### src/rtl/pfft_pkg.sv
package pfft_pkg;

  // reverse the low 'bits' bits of v
  function automatic int pf_bitrev(input int v, input int bits);
    int r;
    r = 0;
    for (int i = 0; i < bits; i++) r = (r << 1) | ((v >> i) & 1);
    return r;
  endfunction

  // 1 when a register follows rank r; spread evenly, later ranks first
  function automatic bit pf_reg_after(input int r, input int ranks, input int depth);
    return (((r + 1) * depth) / ranks) > ((r * depth) / ranks);
  endfunction

  function automatic real pf_cos(input real x);
    real term, acc;
    term = 1.0;
    acc  = 1.0;
    for (int i = 1; i < 24; i++) begin
      term = -term * x * x / ((2.0 * i - 1.0) * (2.0 * i));
      acc  = acc + term;
    end
    return acc;
  endfunction

  function automatic real pf_sin(input real x);
    real term, acc;
    term = x;
    acc  = x;
    for (int i = 1; i < 24; i++) begin
      term = -term * x * x / ((2.0 * i) * (2.0 * i + 1.0));
      acc  = acc + term;
    end
    return acc;
  endfunction

  // fixed-point twiddle exp(-j*2*pi*e/n): real part or imaginary part
  function automatic int pf_twid(input int e, input int n, input int frac, input bit want_im);
    real theta, v, scale;
    theta = 6.283185307179586 * e / n;
    scale = 1.0;
    for (int i = 0; i < frac; i++) scale = scale * 2.0;
    v = want_im ? -pf_sin(theta) : pf_cos(theta);
    v = v * scale;
    if (v >= 0.0) return $rtoi(v + 0.5);
    return -$rtoi(0.5 - v);
  endfunction

endpackage

### src/rtl/pfft_bfly.sv
module pfft_bfly #(
  parameter int N_PTS   = 8,
  parameter int DW      = 16,
  parameter int TW_FRAC = 14,
  parameter int TW_EXP  = 0
) (
  input  logic signed [DW-1:0] a_re,
  input  logic signed [DW-1:0] a_im,
  input  logic signed [DW-1:0] b_re,
  input  logic signed [DW-1:0] b_im,
  output logic signed [DW-1:0] top_re,
  output logic signed [DW-1:0] top_im,
  output logic signed [DW-1:0] bot_re,
  output logic signed [DW-1:0] bot_im
);
  localparam int TW_W = TW_FRAC + 2;

  logic signed [DW-1:0] p_re, p_im;

  generate
    if (TW_EXP == 0) begin : g_unity
      always_comb begin
        p_re = b_re;
        p_im = b_im;
      end
    end else if (TW_EXP == N_PTS / 4) begin : g_minus_j
      // (br + j bi)(-j) = bi - j br
      always_comb begin
        p_re = b_im;
        p_im = -b_re;
      end
    end else begin : g_mult
      localparam int AW = DW + TW_W + 1;
      localparam logic signed [TW_W-1:0] W_RE = TW_W'(pfft_pkg::pf_twid(TW_EXP, N_PTS, TW_FRAC, 1'b0));
      localparam logic signed [TW_W-1:0] W_IM = TW_W'(pfft_pkg::pf_twid(TW_EXP, N_PTS, TW_FRAC, 1'b1));
      localparam logic signed [AW-1:0]   RND  = AW'(1) <<< (TW_FRAC - 1);

      logic signed [AW-1:0] bre_x, bim_x, wre_x, wim_x, acc_re, acc_im;

      always_comb begin
        bre_x  = AW'(b_re);
        bim_x  = AW'(b_im);
        wre_x  = AW'(W_RE);
        wim_x  = AW'(W_IM);
        acc_re = bre_x * wre_x - bim_x * wim_x + RND;
        acc_im = bre_x * wim_x + bim_x * wre_x + RND;
        p_re   = acc_re[TW_FRAC +: DW];
        p_im   = acc_im[TW_FRAC +: DW];
      end

      // scaled product must fit the data width
      always_comb begin
        p_no_overflow_r6: assert (((acc_re >>> TW_FRAC) == AW'(p_re)) &&
                                  ((acc_im >>> TW_FRAC) == AW'(p_im)))
          else $error("twiddle product exceeds data width");
      end
    end
  endgenerate

  always_comb begin
    top_re = a_re + p_re;
    top_im = a_im + p_im;
    bot_re = a_re - p_re;
    bot_im = a_im - p_im;
  end

  // the two outputs must always sum to twice the upper input (no wrap)
  logic signed [DW:0] pair_re, pair_im;
  always_comb begin
    pair_re = (DW+1)'(top_re) + (DW+1)'(bot_re);
    pair_im = (DW+1)'(top_im) + (DW+1)'(bot_im);
    p_bfly_pair_r4: assert ((pair_re == {a_re, 1'b0}) && (pair_im == {a_im, 1'b0}))
      else $error("butterfly outputs inconsistent");
  end

endmodule

### src/rtl/pfft_rank.sv
module pfft_rank #(
  parameter int N_PTS   = 8,
  parameter int DW      = 16,
  parameter int TW_FRAC = 14,
  parameter int RANK    = 0
) (
  input  logic [N_PTS*DW-1:0] x_re,
  input  logic [N_PTS*DW-1:0] x_im,
  output wire  [N_PTS*DW-1:0] y_re,
  output wire  [N_PTS*DW-1:0] y_im
);
  localparam int SPAN = N_PTS >> (RANK + 1);

  generate
    for (genvar q = 0; q < N_PTS / 2; q++) begin : g_pair
      localparam int BLK = q / SPAN;
      localparam int OFS = q % SPAN;
      localparam int I0  = BLK * 2 * SPAN + OFS;
      localparam int I1  = I0 + SPAN;
      localparam int EXP = pfft_pkg::pf_bitrev(BLK, RANK) * SPAN;

      pfft_bfly #(
        .N_PTS  (N_PTS),
        .DW     (DW),
        .TW_FRAC(TW_FRAC),
        .TW_EXP (EXP)
      ) u_bfly (
        .a_re  (x_re[I0*DW +: DW]),
        .a_im  (x_im[I0*DW +: DW]),
        .b_re  (x_re[I1*DW +: DW]),
        .b_im  (x_im[I1*DW +: DW]),
        .top_re(y_re[I0*DW +: DW]),
        .top_im(y_im[I0*DW +: DW]),
        .bot_re(y_re[I1*DW +: DW]),
        .bot_im(y_im[I1*DW +: DW])
      );
    end
  endgenerate

endmodule

### src/rtl/pfft_stage_reg.sv
module pfft_stage_reg #(
  parameter int W = 128
) (
  input  logic         clk,
  input  logic         rst_n,
  input  logic         vld_in,
  input  logic         sync_in,
  input  logic [W-1:0] re_in,
  input  logic [W-1:0] im_in,
  output logic         vld_out,
  output logic         sync_out,
  output logic [W-1:0] re_out,
  output logic [W-1:0] im_out
);
  logic [W-1:0] re_d, im_d, re_q, im_q;
  logic         vld_q, sync_q;

  // next state: data advances only with a valid frame
  always_comb begin
    re_d = vld_in ? re_in : re_q;
    im_d = vld_in ? im_in : im_q;
  end

  always_ff @(posedge clk) begin
    re_q <= re_d;
    im_q <= im_d;
  end

  always_ff @(posedge clk or negedge rst_n) begin
    if (!rst_n) begin
      vld_q  <= 1'b0;
      sync_q <= 1'b0;
    end else begin
      vld_q  <= vld_in;
      sync_q <= sync_in;
    end
  end

  assign vld_out  = vld_q;
  assign sync_out = sync_q;
  assign re_out   = re_q;
  assign im_out   = im_q;

  p_stage_hold_r8: assert property (@(posedge clk) disable iff (!rst_n)
    !vld_in |=> ($stable(re_out) && $stable(im_out)))
    else $error("stage data moved without a valid frame");

  p_tag_follow_r2: assert property (@(posedge clk) disable iff (!rst_n)
    vld_in |=> vld_out)
    else $error("valid lost across stage");

endmodule

### src/rtl/pfft_core.sv
module pfft_core #(
  parameter int N_PTS      = 8,
  parameter int IN_W       = 12,
  parameter int TW_FRAC    = 14,
  parameter int PIPE_DEPTH = 3,
  localparam int LOG2N     = $clog2(N_PTS),
  localparam int OUT_W     = IN_W + LOG2N + 1
) (
  input  logic                     clk,
  input  logic                     rst_n,
  input  logic                     in_valid,
  input  logic                     in_sync,
  input  logic [N_PTS*IN_W-1:0]    in_re,
  input  logic [N_PTS*IN_W-1:0]    in_im,
  output logic                     out_valid,
  output logic                     out_sync,
  output logic [N_PTS*OUT_W-1:0]   out_re,
  output logic [N_PTS*OUT_W-1:0]   out_im
);
  localparam int BUS_W = N_PTS * OUT_W;

  // reset: asynchronous assert, synchronous release
  logic [1:0] rsync_d, rsync_q;
  logic       rst_sync_n;

  always_comb rsync_d = {rsync_q[0], 1'b1};

  always_ff @(posedge clk or negedge rst_n) begin
    if (!rst_n) rsync_q <= 2'b00;
    else        rsync_q <= rsync_d;
  end

  assign rst_sync_n = rsync_q[1];

  // per-boundary data and flags; index 0 is the unregistered input
  wire [BUS_W-1:0] st_re [LOG2N+1];
  wire [BUS_W-1:0] st_im [LOG2N+1];
  wire [BUS_W-1:0] rk_re [LOG2N];
  wire [BUS_W-1:0] rk_im [LOG2N];
  wire             st_v  [LOG2N+1];
  wire             st_s  [LOG2N+1];

  generate
    for (genvar k = 0; k < N_PTS; k++) begin : g_ext
      assign st_re[0][k*OUT_W +: OUT_W] = OUT_W'($signed(in_re[k*IN_W +: IN_W]));
      assign st_im[0][k*OUT_W +: OUT_W] = OUT_W'($signed(in_im[k*IN_W +: IN_W]));
    end
  endgenerate

  assign st_v[0] = in_valid;
  assign st_s[0] = in_sync;

  generate
    for (genvar r = 0; r < LOG2N; r++) begin : g_rank
      pfft_rank #(
        .N_PTS  (N_PTS),
        .DW     (OUT_W),
        .TW_FRAC(TW_FRAC),
        .RANK   (r)
      ) u_rank (
        .x_re(st_re[r]),
        .x_im(st_im[r]),
        .y_re(rk_re[r]),
        .y_im(rk_im[r])
      );

      if (pfft_pkg::pf_reg_after(r, LOG2N, PIPE_DEPTH)) begin : g_reg
        pfft_stage_reg #(.W(BUS_W)) u_stage (
          .clk     (clk),
          .rst_n   (rst_sync_n),
          .vld_in  (st_v[r]),
          .sync_in (st_s[r]),
          .re_in   (rk_re[r]),
          .im_in   (rk_im[r]),
          .vld_out (st_v[r+1]),
          .sync_out(st_s[r+1]),
          .re_out  (st_re[r+1]),
          .im_out  (st_im[r+1])
        );
      end else begin : g_wire
        assign st_re[r+1] = rk_re[r];
        assign st_im[r+1] = rk_im[r];
        assign st_v[r+1]  = st_v[r];
        assign st_s[r+1]  = st_s[r];
      end
    end
  endgenerate

  assign out_valid = st_v[LOG2N];
  assign out_sync  = st_s[LOG2N];
  assign out_re    = st_re[LOG2N];
  assign out_im    = st_im[LOG2N];

  p_sync_with_valid_r7: assert property (@(posedge clk) disable iff (!rst_sync_n)
    in_valid |-> in_sync)
    else $error("input valid without sync");

  p_out_sync_with_valid_r3: assert property (@(posedge clk) disable iff (!rst_sync_n)
    out_valid |-> out_sync)
    else $error("output valid without sync");

  p_reset_quiet_r1: assert property (@(posedge clk)
    (!rst_sync_n && !in_valid) |-> !out_valid)
    else $error("output valid during reset");

endmodule

### config.mk
export PLATFORM = sky130hd
export DESIGN_NAME = pfft_core
export DESIGN_NICKNAME = d
export VERILOG_FILES = /design/src/rtl/pfft_pkg.sv /design/src/rtl/pfft_bfly.sv /design/src/rtl/pfft_rank.sv /design/src/rtl/pfft_stage_reg.sv /design/src/rtl/pfft_core.sv
export SDC_FILE = /design/constraint.sdc
export NUM_CORES = 2
export LEC_CHECK = 0
export BUFFER_PORTS_ARGS = -buffer_cell sky130_fd_sc_hd__buf_2
export CAP_MARGIN = 20
export CELL_PAD_IN_SITES_DETAIL_PLACEMENT = 0
export CELL_PAD_IN_SITES_GLOBAL_PLACEMENT = 1
export CORE_ASPECT_RATIO = 1.75
export CORE_MARGIN = 4
export CORE_UTILIZATION = 30
export CTS_CLUSTER_DIAMETER = 80
export DETAILED_ROUTE_END_ITERATION = 8
export PLACE_DENSITY_LB_ADDON = 0.1
export REMOVE_ABC_BUFFERS = 1
export SLEW_MARGIN = 20
export SYNTH_ARGS = -nofsm -noshare
export SYNTH_HDL_FRONTEND = slang
export SYNTH_SLANG_ARGS = --single-unit
### constraint.sdc
create_clock -name clk -period 1.2 [get_ports clk]
set_clock_uncertainty 0.05 [all_clocks]
set_input_delay 0.12 -clock clk [delete_from_list [all_inputs] [get_ports clk]]
set_output_delay 0.12 -clock clk [all_outputs]
set_load 0.01 [all_outputs]
==> impl_results.md <==
- Count of distinct cell types in the synthesized netlist: 81
- Class of the tightest hold or removal check: in2reg
- Hold Fails Final Rpt: 0
- Endpoint required time on the critical path: 1.59 ns
- Run status: complete, but fails checks
- Cell family contributing the most delay on the critical path: adder cells
- Synthesized-area fraction occupied by ao, oa, aoi and oai cells: 10.13%
- Count of port buffers added during placement: 453
- Initial cell density of the core: 30.20%
- TritonCTS clock tree: yes
- Maximum number of pins on one net before global-route repair: 35
- Count of placed standard cells in the final layout, fillers left out: 14540
- Post-Synthesis Cell Area: 79510 um2
- Kind of end point of the critical path: flip-flop
- Via count: 64720
- Synthesized-area fraction occupied by and/or/nand/nor cells: 6.210%
- TritonCTS sink count: 704
- Crit path launch type: flip-flop
- Number of instances in the placed design: 14100
- Worst-skew pair later-pin latency: 0.73 ns
- Worst-path cell with the longest stage delay: sky130_fd_sc_hd__fa_2
- DR DRC count: 0
- WP data arrival: 9.42 ns
- Max-cap violations: 0
- Area after detailed placement: 104900 um2
- Crit path buffers/inverters: 8
- Ports: 454
- Post-detailed-route via-to-cell ratio: 4.451
- CTS buffer count: 81
- Share of layout cells above drive strength 1: 35.26%
- RSZ-0062 raised after global routing: true
- Die outline width: 397.2 um
- Multiplexer share of the synthesized area: 0.2801%
- Crit path largest cell delay: 0.60 ns
- Placer's final routability congestion estimate: 0.9515
- Transition time at the pin with the least slew margin: 0.8482 ns
- Root buffer cell: sky130_fd_sc_hd__clkbuf_16
- Area share of xor/xnor cells in the synthesized design: 8.068%
- Vert. Die Dim: 689.0 um
- Proportion of synthesized chip area in sequential cells: 26.54%
- CP Max Fanout: 3
- Fraction of synthesized cell area taken by the top area cell type: 26.29%
- Final cell area excluding filler cells: 115300 um2
- Post-synth EDFFs: 696
- Worst-case setup margin in the final layout: -7.827 ns
- Die Footprint: 273700 um2
- Post-Synthesis Cells: 7772
- Detailed Route Iter0 Violations: 1932
- Number of H-tree levels: 3
- Fraction of synthesis flops using an asynchronous set or reset pin: 1.136%
- Synth Area in Adders: 39.84%
- Setup Viol. Count Final: 1305
- Clock tree buffer depth: 3
- Detailed placer's ending HPWL: 265700 um
- Grt ovf: 0
- Cell types occupying the most area after synthesis: sky130_fd_sc_hd__edfxtp_1, sky130_fd_sc_hd__ha_1, sky130_fd_sc_hd__fa_1
- Top flip-flop cell by instance count after synthesis: sky130_fd_sc_hd__edfxtp_1
- First-pass iteration count of the detailed router: 6
- Via count of the first global-routing pass: 71370
- Worst setup path class: reg2reg
- Remaining antenna violation count after routing: 0
- Row count: 249
- Count of pins over their slew limit: 0
- Synthesis warning total: 0
- Failing checks: setup timing
- Final worst path period share: 752.3%
- First-pass GRT wire length: 439000 um
- Main combinational cell family by area after synthesis: adder cells
- Maximum clock rate: 110.8 MHz
- Antenna violations before repair: 32
- Worst rel slew slack: 43.11%
- Core Footprint: 263300 um2
- Cell taking the most area after synthesis: sky130_fd_sc_hd__edfxtp_1
- Flip-flop and latch count after synthesis: 704
- Mean Syn Cell Area: 10.23 um2
- Post-Route WL: 302200 um
- Global-route usage over all layers: 21.86%
- Layout Nets: 13240
- Clock-pin transition on the worst setup and hold timing paths: 0.06 ns
- Area overhead of the layout relative to synthesis: 45.01%
- Routed WL per cell: 20.78 um
- Tmin final: 9.027 ns
-- worst register-to-register path, delay by kind of cell (launching register included) --
family | cells | cell delay [ns]
XOR/XNOR | 3 | 0.44
AND/OR/NAND/NOR | 3 | 0.59
adder cells (fa/ha/maj) | 10 | 3.56
AO/OA/AOI/OAI | 18 | 3.12
flip-flops | 1 | 0.36
buffers and inverters | 8 | 0.63
-- repair_timing --
item | CTS | global route
pin swaps | 294 | 273
cloned | 0 | 0
resized for setup | 670 | 341
hold buffers | 118 | 0
endpoints found under the hold margin | 320 | 0
setup endpoints to repair | 1305 | 1368
setup buffers | 119 | 83
-- cell families (layout without fill, tap and decap cells) --
| kind of cell | Yosys count | count (layout) |
|---|---|---|
| other cells | 1 | 31 |
| xor+xnor | 729 | 729 |
| buf+inv | 1883 | 5108 |
| fa+ha+maj | 2117 | 2117 |
| flops | 704 | 704 |
| simple gates | 1009 | 1009 |
| mux | 21 | 21 |
| compound gates | 1308 | 1308 |
-- per-stage QoR --
step                utilization, %  TNS [ns]  setup WS [ns]  hold slack (ns)
floorplan                        -  -3731.68         -8.402          -0.2256
global placement             39.85  -1731.87         -8.798          -0.1432
detailed placement           39.85  -1735.25         -8.828          -0.1430
CTS                          42.94  -1632.21         -7.949         -0.04174
global route                 43.79  -1734.95         -8.181          0.02071
finish                       43.80  -1571.32         -7.827          0.03130
-- sequential cells by signal, summed over array words and instances (netlist names) --
name,count
rsync_q,2
g_rank.g_reg.u_stage.sync_out,3
g_rank.g_reg.u_stage.vld_out,3
g_rank.g_reg.u_stage.re_out,348
g_rank.g_reg.u_stage.im_out,348
-- area by class of cell --
type                    count  area [um2]
well taps                3514        4397
inverters                1818        6849
multi-input cells        5185       56030
fillers                 25710      148000
diodes                     30       75.07
clock buffers              97        2140
clock inverters            54       691.9
repair buffers           3139       24010
flip-flops and latches    704       21110
-- routing by layer --
metal	share of wire (%)	GRT usage (%)
met4	6.0	10.68
met5	0.0043	0
met3	2.4	2.098
met1	35	21.65
met2	57	44.48
-- Yosys cell counts (9+ instances only) --
| cell | count |
|---|---|
| sky130_fd_sc_hd__xnor2_1 | 542 |
| sky130_fd_sc_hd__o21ba_2 | 19 |
| sky130_fd_sc_hd__o21ai_0 | 303 |
| sky130_fd_sc_hd__mux2_2 | 10 |
| sky130_fd_sc_hd__o21a_1 | 34 |
| sky130_fd_sc_hd__or2_2 | 22 |
| sky130_fd_sc_hd__nor4_1 | 25 |
| sky130_fd_sc_hd__nand2b_1 | 76 |
| sky130_fd_sc_hd__a21boi_0 | 20 |
| sky130_fd_sc_hd__nand3_1 | 25 |
| sky130_fd_sc_hd__or3_1 | 15 |
| sky130_fd_sc_hd__edfxtp_1 | 696 |
| sky130_fd_sc_hd__nand4_1 | 21 |
| sky130_fd_sc_hd__nor3_1 | 76 |
| sky130_fd_sc_hd__nor2b_1 | 83 |
| sky130_fd_sc_hd__o31ai_1 | 42 |
| sky130_fd_sc_hd__ha_1 | 1426 |
| sky130_fd_sc_hd__and2_1 | 17 |
| sky130_fd_sc_hd__a21oi_1 | 469 |
| sky130_fd_sc_hd__a31oi_1 | 19 |
| sky130_fd_sc_hd__nor2_1 | 364 |
| sky130_fd_sc_hd__o211ai_1 | 9 |
| sky130_fd_sc_hd__o21ai_1 | 26 |
| sky130_fd_sc_hd__xor2_1 | 183 |
| sky130_fd_sc_hd__a21o_1 | 102 |
| sky130_fd_sc_hd__a2111oi_0 | 10 |
| sky130_fd_sc_hd__o41ai_1 | 25 |
| sky130_fd_sc_hd__o22ai_1 | 14 |
| sky130_fd_sc_hd__mux2i_1 | 11 |
| sky130_fd_sc_hd__and3_1 | 74 |
| sky130_fd_sc_hd__a211oi_1 | 18 |
| sky130_fd_sc_hd__o21bai_1 | 120 |
| sky130_fd_sc_hd__inv_1 | 1817 |
| sky130_fd_sc_hd__fa_1 | 691 |
| sky130_fd_sc_hd__nand2_1 | 168 |
| sky130_fd_sc_hd__clkbuf_1 | 47 |
-- final timing paths --
check / slack, ns / to / from / depth (start not counted)
max: -7.83 / g_rank[2].g_reg.u_stage.re_out[110] / g_rank[1].g_reg.u_stage.im_out[119] / 42
min: 0.03 / g_rank[0].g_reg.u_stage.im_out[49] / in_im[85] / 4
max reg2reg: -7.83 / g_rank[2].g_reg.u_stage.re_out[110] / g_rank[1].g_reg.u_stage.im_out[119] / 42
min reg2reg: 0.05 / g_rank[1].g_reg.u_stage.sync_out / rsync_q[1] / 0
max in group asynchronous: 0.74 / rsync_q[0] / rst_n / 3
min in group asynchronous: 0.05 / g_rank[1].g_reg.u_stage.sync_out / rsync_q[1] / 0
-- placed cells by master, fill, tap and decap left out, types with 263 or more instances in the layout --
cell                       netlist  final
sky130_fd_sc_hd__edfxtp_1      696    696
sky130_fd_sc_hd__xnor2_1       542    448
sky130_fd_sc_hd__ha_1         1426   1294
sky130_fd_sc_hd__fa_1          691    671
sky130_fd_sc_hd__buf_2           0    452
sky130_fd_sc_hd__a21oi_1       469    352
sky130_fd_sc_hd__o21ai_0       303    263
sky130_fd_sc_hd__nor2_1        364    332
sky130_fd_sc_hd__inv_1        1817   1734
sky130_fd_sc_hd__buf_4           8   2384
Power is left out: the tool's default activity adds up to more than one toggle a clock period on the data nets, which glitch-free logic cannot reach.
